[config.mk]
export PLATFORM = sky130hd
export DESIGN_NAME = sad_min_engine
export DESIGN_NICKNAME = d
export VERILOG_FILES = /design/src/rtl/sad_pkg.sv /design/src/rtl/sad_lanes.sv /design/src/rtl/sad_accum.sv /design/src/rtl/sad_min_track.sv /design/src/rtl/sad_min_engine.sv
export SDC_FILE = /design/constraint.sdc
export NUM_CORES = 1
export LEC_CHECK = 0
export ABC_AREA = 1
export ABC_CLOCK_PERIOD_IN_PS = 20200
export BUFFER_PORTS_ARGS = -buffer_cell sky130_fd_sc_hd__buf_2
export CAP_MARGIN = 30
export CORE_ASPECT_RATIO = 1.75
export CORE_MARGIN = 10
export CORE_UTILIZATION = 45
export DETAILED_ROUTE_END_ITERATION = 12
export PLACE_DENSITY = 0.67
export SLEW_MARGIN = 20
export SYNTH_ARGS = -nofsm -noshare
export SYNTH_HDL_FRONTEND = slang
export SYNTH_SLANG_ARGS = --single-unit
[constraint.sdc]
create_clock -name clk -period 20.2 [get_ports clk]
set_input_delay 2.02 -clock clk [delete_from_list [all_inputs] [get_ports clk]]
set_output_delay 2.02 -clock clk [all_outputs]
set_load 0.005 [all_outputs]
[src/rtl/sad_pkg.sv]
package sad_pkg;
  localparam int unsigned DEF_LANES   = 8;
  localparam int unsigned DEF_PIX_W   = 8;
  localparam int unsigned DEF_BLK_PIX = 256;
  localparam int unsigned DEF_MV_W    = 12;

  typedef enum logic {
    CS_RUN = 1'b0,
    CS_CUT = 1'b1
  } cand_state_e;

  function automatic int unsigned sum_width(int unsigned count, int unsigned pix_w);
    return $clog2(count * ((1 << pix_w) - 1) + 1);
  endfunction
endpackage

[src/rtl/sad_lanes.sv]
module sad_lanes #(
  parameter int unsigned LANES  = 8,
  parameter int unsigned PIX_W  = 8,
  parameter int unsigned LSUM_W = 11
) (
  input  logic [LANES*PIX_W-1:0] ref_i,
  input  logic [LANES*PIX_W-1:0] cand_i,
  output logic [LSUM_W-1:0]      lsum_o
);
  logic [PIX_W-1:0] ad [LANES];

  for (genvar l = 0; l < LANES; l++) begin : g_lane
    logic [PIX_W-1:0] a, b;
    assign a = ref_i[l*PIX_W +: PIX_W];
    assign b = cand_i[l*PIX_W +: PIX_W];
    assign ad[l] = (a > b) ? (a - b) : (b - a);
  end

  always_comb begin
    lsum_o = '0;
    for (int l = 0; l < LANES; l++) begin
      lsum_o = lsum_o + LSUM_W'(ad[l]);
    end
  end
endmodule

[src/rtl/sad_accum.sv]
module sad_accum
  import sad_pkg::*;
#(
  parameter int unsigned SAD_W  = 16,
  parameter int unsigned LSUM_W = 11
) (
  input  logic              clk,
  input  logic              rst_n,
  input  logic              beat_i,
  input  logic              first_i,
  input  logic              last_i,
  input  logic [LSUM_W-1:0] lsum_i,
  input  logic [SAD_W-1:0]  min_i,
  output logic [SAD_W-1:0]  sum_o,
  output logic              cut_o,
  output logic [SAD_W-1:0]  acc_o,
  output logic              done_o,
  output logic              abort_o
);
  logic [SAD_W-1:0] acc_q;
  cand_state_e      st_q;
  logic [SAD_W-1:0] base;
  logic             cut_prev;

  always_comb begin
    base     = first_i ? '0 : acc_q;
    cut_prev = first_i ? 1'b0 : (st_q == CS_CUT);
    sum_o    = cut_prev ? base : (base + SAD_W'(lsum_i));
    cut_o    = cut_prev || (sum_o > min_i);
  end

  always_ff @(posedge clk) begin
    if (!rst_n) begin
      acc_q   <= '0;
      st_q    <= CS_RUN;
      done_o  <= 1'b0;
      abort_o <= 1'b0;
    end else begin
      done_o  <= beat_i && last_i;
      abort_o <= beat_i && last_i && cut_o;
      if (beat_i) begin
        acc_q <= sum_o;
        st_q  <= cut_o ? CS_CUT : CS_RUN;
      end
    end
  end

  assign acc_o = acc_q;
endmodule

[src/rtl/sad_min_track.sv]
module sad_min_track #(
  parameter int unsigned SAD_W = 16,
  parameter int unsigned MV_W  = 12
) (
  input  logic             clk,
  input  logic             rst_n,
  input  logic             clear_i,
  input  logic             commit_i,
  input  logic [SAD_W-1:0] sad_i,
  input  logic [MV_W-1:0]  mv_i,
  output logic [SAD_W-1:0] min_eff_o,
  output logic [SAD_W-1:0] best_sad_o,
  output logic [MV_W-1:0]  best_mv_o
);
  logic [SAD_W-1:0] best_q;
  logic [MV_W-1:0]  mv_q;

  assign min_eff_o = clear_i ? '1 : best_q;

  always_ff @(posedge clk) begin
    if (!rst_n) begin
      best_q <= '1;
      mv_q   <= '0;
    end else if (commit_i && (sad_i < min_eff_o)) begin
      best_q <= sad_i;
      mv_q   <= mv_i;
    end else if (clear_i) begin
      best_q <= '1;
      mv_q   <= '0;
    end
  end

  assign best_sad_o = best_q;
  assign best_mv_o  = mv_q;
endmodule

[src/rtl/sad_min_engine.sv]
module sad_min_engine
  import sad_pkg::*;
#(
  parameter int unsigned LANES   = DEF_LANES,
  parameter int unsigned PIX_W   = DEF_PIX_W,
  parameter int unsigned BLK_PIX = DEF_BLK_PIX,
  parameter int unsigned MV_W    = DEF_MV_W,
  localparam int unsigned SAD_W  = sum_width(BLK_PIX, PIX_W),
  localparam int unsigned LSUM_W = sum_width(LANES, PIX_W)
) (
  input  logic                   clk,
  input  logic                   rst_n,
  input  logic                   mb_start,
  input  logic [SAD_W-1:0]       thr_lo,
  input  logic [SAD_W-1:0]       thr_hi,
  input  logic                   in_valid,
  output logic                   in_ready,
  input  logic                   in_first,
  input  logic                   in_last,
  input  logic [LANES*PIX_W-1:0] in_ref,
  input  logic [LANES*PIX_W-1:0] in_cand,
  input  logic [MV_W-1:0]        in_mv,
  output logic                   cand_done,
  output logic                   cand_abort,
  output logic [SAD_W-1:0]       cand_sad,
  output logic [SAD_W-1:0]       best_sad,
  output logic [MV_W-1:0]        best_mv,
  output logic                   thr_below,
  output logic                   thr_above
);
  logic              ready_q;
  logic              beat;
  logic [LSUM_W-1:0] lsum;
  logic [SAD_W-1:0]  sum_n;
  logic              cut_n;
  logic [SAD_W-1:0]  min_eff;

  always_ff @(posedge clk) begin
    if (!rst_n) ready_q <= 1'b0;
    else        ready_q <= 1'b1;
  end

  assign in_ready = ready_q;
  assign beat     = in_valid && ready_q;

  sad_lanes #(.LANES(LANES), .PIX_W(PIX_W), .LSUM_W(LSUM_W)) lanes_i (
    .ref_i  (in_ref),
    .cand_i (in_cand),
    .lsum_o (lsum)
  );

  sad_accum #(.SAD_W(SAD_W), .LSUM_W(LSUM_W)) accum_i (
    .clk     (clk),
    .rst_n   (rst_n),
    .beat_i  (beat),
    .first_i (in_first),
    .last_i  (in_last),
    .lsum_i  (lsum),
    .min_i   (min_eff),
    .sum_o   (sum_n),
    .cut_o   (cut_n),
    .acc_o   (cand_sad),
    .done_o  (cand_done),
    .abort_o (cand_abort)
  );

  sad_min_track #(.SAD_W(SAD_W), .MV_W(MV_W)) min_i (
    .clk        (clk),
    .rst_n      (rst_n),
    .clear_i    (mb_start),
    .commit_i   (beat && in_last && !cut_n),
    .sad_i      (sum_n),
    .mv_i       (in_mv),
    .min_eff_o  (min_eff),
    .best_sad_o (best_sad),
    .best_mv_o  (best_mv)
  );

  assign thr_below = best_sad < thr_lo;
  assign thr_above = best_sad > thr_hi;
endmodule

**Word level (Yosys, flattened, before mapping)**

Cells that the tools add are included.

- Flip-flop bits (word level): 48
- Output and inout port bits: 49
- Word-level logic and storage cells: 68

- Add/subtract/negate cells: 24
- Magnitude comparators: 12
- Mux-type cells: 17
- Reductions and logical operators: 8

Operator list:

| kind | number |
|---|---|
| 8-bit subtractor | 16 |
| 11-bit by 8-bit adder with 11-bit output | 6 |
| 8-bit > comparator | 8 |
| 16-bit two-way mux | 4 |
| 8-bit two-way mux | 8 |
| 16-bit > comparator | 2 |
| 16-bit < comparator | 2 |
| 12-bit two-way mux | 2 |
| 16-bit by 11-bit adder with 16-bit output | 1 |
| 8-bit by 8-bit adder with 9-bit output | 1 |
| 1-bit logical AND | 5 |
| 1-bit two-way mux | 3 |
| 2-bit nonzero test | 1 |
| 1-bit logical NOT | 1 |
| 1-bit logical OR | 1 |

**Depth between registers and ports, before layout**

- Depth after elaboration: 17
- Depth in mapped cells: 53

**Cells and area by module**

Synthesis repeated with hierarchy kept, for this count alone.

- Cells, all modules: 2033
- Area total of the unflattened synthesis: 12515.8 um2

Modules (own cells, without submodules):

| module | times used | cells an instance | area each (um2) | sequential area each (um2) |
|---|---|---|---|---|
| sad_lanes | 1 | 1332 | 7988.9 | 0.0 |
| sad_accum | 1 | 352 | 2054.5 | 380.4 |
| sad_min_track | 1 | 209 | 1602.8 | 560.5 |
| sad_min_engine | 1 | 140 | 869.6 | 20.0 |

**Worst setup path before layout**

No wires, ideal clock.

- Path type: input port to flip-flop
- Start point: input port in_ref[8]
- End point: register min_i.best_q[13], in the netlist min_i.best_sad_o[13]
- Setup time: 0.134 ns
- Arrival time: 9.715 ns
- Path slack: 10.351 ns
- Stages on the path: 51
- Path buffers: 1
- Cells stage by stage: inv_1 -> ha_1 -> inv_1 -> fa_1 -> nand3_1 -> nand2_1 -> a21oi_1 -> nand2_1 -> nand2_2 -> nand2_1 -> o21ai_0 -> inv_1 -> fa_1 -> o21ai_0 -> a21oi_1 -> o21ai_0 -> xor2_1 -> fa_1 -> [... 15 more ...] -> nand2_1 -> nand2_1 -> nand2_1 -> nand2_1 -> nand2_1 -> nand2_1 -> inv_1 -> ha_1 -> nand2_1 -> inv_1 -> nand3_1 -> a21oi_1 -> nor2_4 -> nand3_4 -> inv_2 -> buf_4 -> nand2_1 -> nand3_1

- Cells in the longest elaborated chain, start to end: 17
- Elaborated cells between the ends (all ways): 20
- Those cells by class: add/sub (10); order compare (3); mux (3); reduce/logical (4)

Ends and longest elaborated chain:

| what | RTL line | RTL |
|---|---|---|
| start, declared | sad_min_engine.sv:20 | `input logic [LANES*PIX_W-1:0] in_ref,` |
| 8-bit subtractor or 8-bit > comparator (tied branches) | sad_lanes.sv:16 | `assign ad[l] = (a > b) ? (a - b) : (b - a);` |
| 8-bit two-way mux * | sad_lanes.sv:16 |  |
| 8-bit by 8-bit adder with 9-bit output * | sad_lanes.sv:22 | `lsum_o = lsum_o + LSUM_W'(ad[l]);` |
| 11-bit by 8-bit adder with 11-bit output * (6 in series) | sad_lanes.sv:22 |  |
| 16-bit by 11-bit adder with 16-bit output * | sad_accum.sv:28 | `sum_o = cut_prev ? base : (base + SAD_W'(lsum_i));` |
| 16-bit two-way mux * | sad_accum.sv:28 |  |
| named net accum_i.sum_o[14] | sad_accum.sv:14 | `output logic [SAD_W-1:0] sum_o,` |
| 16-bit > comparator | sad_accum.sv:29 | `cut_o = cut_prev \|\| (sum_o > min_i);` |
| 1-bit logical OR | sad_accum.sv:29 |  |
| 1-bit logical NOT | sad_min_engine.sv:71 | `.commit_i (beat && in_last && !cut_n),` |
| 1-bit logical AND | sad_min_engine.sv:71 |  |
| 1-bit logical AND * | sad_min_track.sv:24 | `end else if (commit_i && (sad_i < min_eff_o)) begin` |
| 16-bit two-way mux * | sad_min_track.sv:24 |  |
| end signal, assigned | sad_min_track.sv:25 | `best_q <= sad_i;` |
| end, declared | sad_min_track.sv:15 | `logic [SAD_W-1:0] best_q;` |

Mark *: on every way through the listed nets, which the timed path passes. The rest lies on a longest branch.
A chain may end at the register's enable or synchronous reset.

**Worst setup path in the final report**

Same ends and word-level chain as after synthesis.

==> flow_summary.rst <==
.. list-table::
   :header-rows: 1

   * - Metric
     - Value
   * - Total clock buffers created by CTS
     - 5
   * - Cell with the biggest individual delay on the critical path
     - sky130_fd_sc_hd__fa_1
   * - Leftover overflow at the end of global routing
     - 0
   * - Via-per-instance ratio
     - about 5
   * - Worst-Skew Late Latency
     - between 0.3 and 0.4 ns
   * - Most common cell on crit path
     - sky130_fd_sc_hd__nand2_1
   * - Most numerous cell types in the synthesized netlist
     - sky130_fd_sc_hd__inv_1, sky130_fd_sc_hd__nand2_1, sky130_fd_sc_hd__ha_1
   * - Setup slack after layout
     - between 8 and 9 ns
   * - Hold Path End
     - min_i.best_mv_o[11]
   * - Maximum operating frequency
     - roughly 88 MHz
   * - Setup repair after global routing missed its margin
     - false
   * - Kind of end point of the critical path
     - flop
   * - Pre-antenna DRT Iters
     - 5
   * - Netlist cell types
     - 38
   * - Root buf cell
     - sky130_fd_sc_hd__clkbuf_16
   * - Total routing resource utilization after global routing
     - 19.9%
   * - Area share of the leading cell type in the synthesized netlist
     - 21.7%
   * - Std cell rows
     - 77
   * - Residual DRC count
     - 0
   * - Average wire per cell in the routed design
     - 14.5 um
   * - Rel. slew slack
     - a little over half
   * - Setup Fix Bufs, Post-CTS
     - 0
   * - Count of endpoints failing hold in the final timing report
     - 0
   * - Worst R2R Path Depth
     - 25
   * - Critical path launch point type
     - input port
   * - Period utilisation layout
     - around 56%
   * - Chip height
     - between 200 and 250 um
   * - Worst stage delay on the critical path
     - 0.55 ns
   * - IO Count
     - around 230
   * - Clock-pin slew reported for the worst setup and hold paths after clock tree synthesis
     - about 0.07 ns
   * - Cell with the most instances after synthesis
     - sky130_fd_sc_hd__inv_1
   * - Die boundary width
     - ~140 um
   * - Overall die area
     - approximately 33,000 um^2
   * - Maximum buffer depth of the clock tree
     - 2
   * - GP Congestion
     - around 0.94
   * - Number of H-tree levels
     - 2
   * - Sequential cell area fraction in the yosys report
     - approximately 8.2%
   * - Slew at the pin closest to its max-slew limit
     - around 0.7 ns
   * - Post-Syn Nets
     - approximately 2,300
   * - Number of global-route vias before repair
     - about 12,000
   * - Skew final
     - 0.0122 ns
   * - Reg-to-reg slack, setup
     - 15.84 ns
   * - Highest net fanout along the worst path
     - 33
   * - Warnings, synthesis
     - 0
   * - Area added between synthesis and finish
     - 13.0%
   * - Fill cell instance count of the final layout
     - between 2,000 and 3,000
   * - Starting DRT DRC Count
     - roughly 470
   * - Post_cts resized
     - 0
   * - Placed insts
     - around 2,300
   * - CTS tree
     - done
   * - CP required
     - slightly above 20 ns
   * - Setup-violating endpoint count in the final report
     - 0
   * - Cell type with the largest total area after synthesis
     - sky130_fd_sc_hd__ha_1
   * - Post-synth ARST share
     - 0%
   * - Sink count of the clock tree
     - 48
   * - Type of the tightest min-delay check
     - flop to flop
   * - Arrival time of data at the critical path endpoint
     - around 12 ns
   * - Worst Path Class, Setup
     - input port to flop
   * - Average instance area after synthesis
     - roughly 6.4 um^2
   * - Number of standard cells after synthesis
     - roughly 1,800
   * - Most used DFF post-synth
     - sky130_fd_sc_hd__dfxtp_1
   * - Global-route wire length before repair
     - ~55 mm
   * - Via total after detailed routing
     - roughly 12,000
   * - End of the worst register-to-register path
     - min_i.best_sad_o[13]
   * - Run status
     - finished, final reports clean
   * - Total of flip-flops plus latches after synthesis
     - 48
   * - Netlist area before placement
     - between 10,000 and 15,000 um^2
   * - Placeable core area
     - between 20,000 and 30,000 um^2
   * - Final cell count without fillers
     - 2,342
   * - Worst Hold Depth
     - 2
   * - Multi-input gate area in the final layout
     - slightly below 9000 um^2
   * - Hold Startpoint
     - min_i.best_mv_o[11]
   * - Total of max-cap violations
     - 0
   * - EDFF count, synth
     - 0
   * - Register area
     - 961 um^2
   * - Layout cells sized above 1
     - between 10% and 20%
   * - Worst setup slack after placement
     - 8.56 ns
   * - IO Port Bufs
     - ~230
   * - Max-slew violation total from the final report
     - 0
   * - Number of nets in the finished design
     - 2,460
   * - Initial Util
     - 45.9%
   * - Hold buffer count at cts
     - 0
   * - Largest net degree at the start of global routing
     - 34
   * - Post-DRT Antenna Nets
     - 0
   * - Final min period
     - 11.38 ns
   * - Fin Setup TNS
     - 0 ns
   * - Initial antenna violation count
     - 2
   * - Routed wire length
     - about 34 mm
   * - Worst hold margin
     - 0.484 ns
   * - Cell types occupying the most area after synthesis
     - sky130_fd_sc_hd__ha_1, sky130_fd_sc_hd__inv_1, sky130_fd_sc_hd__nand2_1
   * - Total half-perimeter wirelength after legalization and detailed placement
     - between 30 and 40 mm
   * - RR Startpoint
     - accum_i.acc_o[0]
[worst max path at each step]
stage	to	cells after the start	slack, ns	start
after global routing	min_i.best_sad_o[12]	51	8.04	in_ref[8]
after detailed placement	min_i.best_sad_o[13]	50	8.56	in_ref[8]
final	min_i.best_sad_o[13]	50	8.82	in_ref[8]
after floorplan	min_i.best_sad_o[13]	51	10.35	in_ref[8]
after CTS	min_i.best_sad_o[13]	50	8.88	in_ref[8]
after global placement	min_i.best_sad_o[14]	50	8.79	in_ref[8]
[layer usage]
metal	share of wire [%]	vias up	global-route usage, %
met5	0.080	-	0
met4	3.0	4	7.08
met3	4.3	68	2.37
met2	58	284	42.1
met1	35	5420	18.1
li1	-	6132	-
[cell type report]
class | instances | area share, %
diodes | 1 | 0.0190
multi-input cells | 1311 | 67.4
flip-flops and latches | 48 | 7.29
clock buffers | 6 | 1.05
repair buffers | 227 | 8.64
inverters | 431 | 12.3
clock inverters | 2 | 0.294
well taps | 316 | 3.00
[flip-flops by register name, indices dropped and copies added, names as in the netlist]
| register | flops |
|---|---|
| accum_i.acc_o | 16 |
| accum_i.done_o | 1 |
| min_i.best_sad_o | 16 |
| accum_i.abort_o | 1 |
| in_ready | 1 |
| min_i.best_mv_o | 12 |
| accum_i.st_q | 1 |
[placed cells by master, fill, tap and decap left out, types with 2 or more instances in the layout]
cell                        count
sky130_fd_sc_hd__fa_1          56
sky130_fd_sc_hd__o311ai_0       3
sky130_fd_sc_hd__a31oi_1        2
sky130_fd_sc_hd__o21bai_1       2
sky130_fd_sc_hd__clkbuf_16      5
sky130_fd_sc_hd__nand3b_1       7
sky130_fd_sc_hd__inv_2          5
sky130_fd_sc_hd__dfxtp_1       48
sky130_fd_sc_hd__o21ai_0       84
sky130_fd_sc_hd__ha_1         202
sky130_fd_sc_hd__nand3_1       68
sky130_fd_sc_hd__nand4_1       34
sky130_fd_sc_hd__o21ai_1        7
sky130_fd_sc_hd__a21oi_1      160
sky130_fd_sc_hd__o21a_1         3
sky130_fd_sc_hd__nor3_1        14
sky130_fd_sc_hd__nor4_1         2
sky130_fd_sc_hd__inv_1        425
sky130_fd_sc_hd__nand2_2        2
sky130_fd_sc_hd__o221ai_1      13
sky130_fd_sc_hd__xor2_1        75
sky130_fd_sc_hd__a21o_1         9
sky130_fd_sc_hd__or2_2          8
sky130_fd_sc_hd__nand2_1      420
sky130_fd_sc_hd__o211ai_1      20
sky130_fd_sc_hd__xnor2_1       20
sky130_fd_sc_hd__nor2_1        95
sky130_fd_sc_hd__buf_2        226
[logic make-up after synthesis]
| logic type | synth area share, % |
|---|---|
| compound gates | 14.5 |
| xor+xnor | 7.13 |
| fa+ha+maj | 31.3 |
| buf+inv | 15.6 |
| flops | 8.24 |
| simple gates | 23.3 |
[critical path, delay by kind of cell]
family / cells / cell delay, ns
buffers and inverters: 11 / 0.91
xor gates and xnor gates: 2 / 0.41
and+or+nand+nor: 20 / 2.86
adders and majority gates: 10 / 4.05
AOI/OAI and AO/OA: 7 / 1.26
[metrics by stage]
| step | instance area, um^2 | utilization (%) |
|---|---|---|
| global placement | 13000 | 51.1 |
| CTS | 13200 | 51.8 |
| global route | 13200 | 51.8 |
| floorplan | 11700 | - |
| finish | 13200 | 51.8 |
| detailed placement | 13000 | 51.1 |
Power is left out: the tool's default activity adds up to more than one toggle a clock period on the data nets, which glitch-free logic cannot reach.
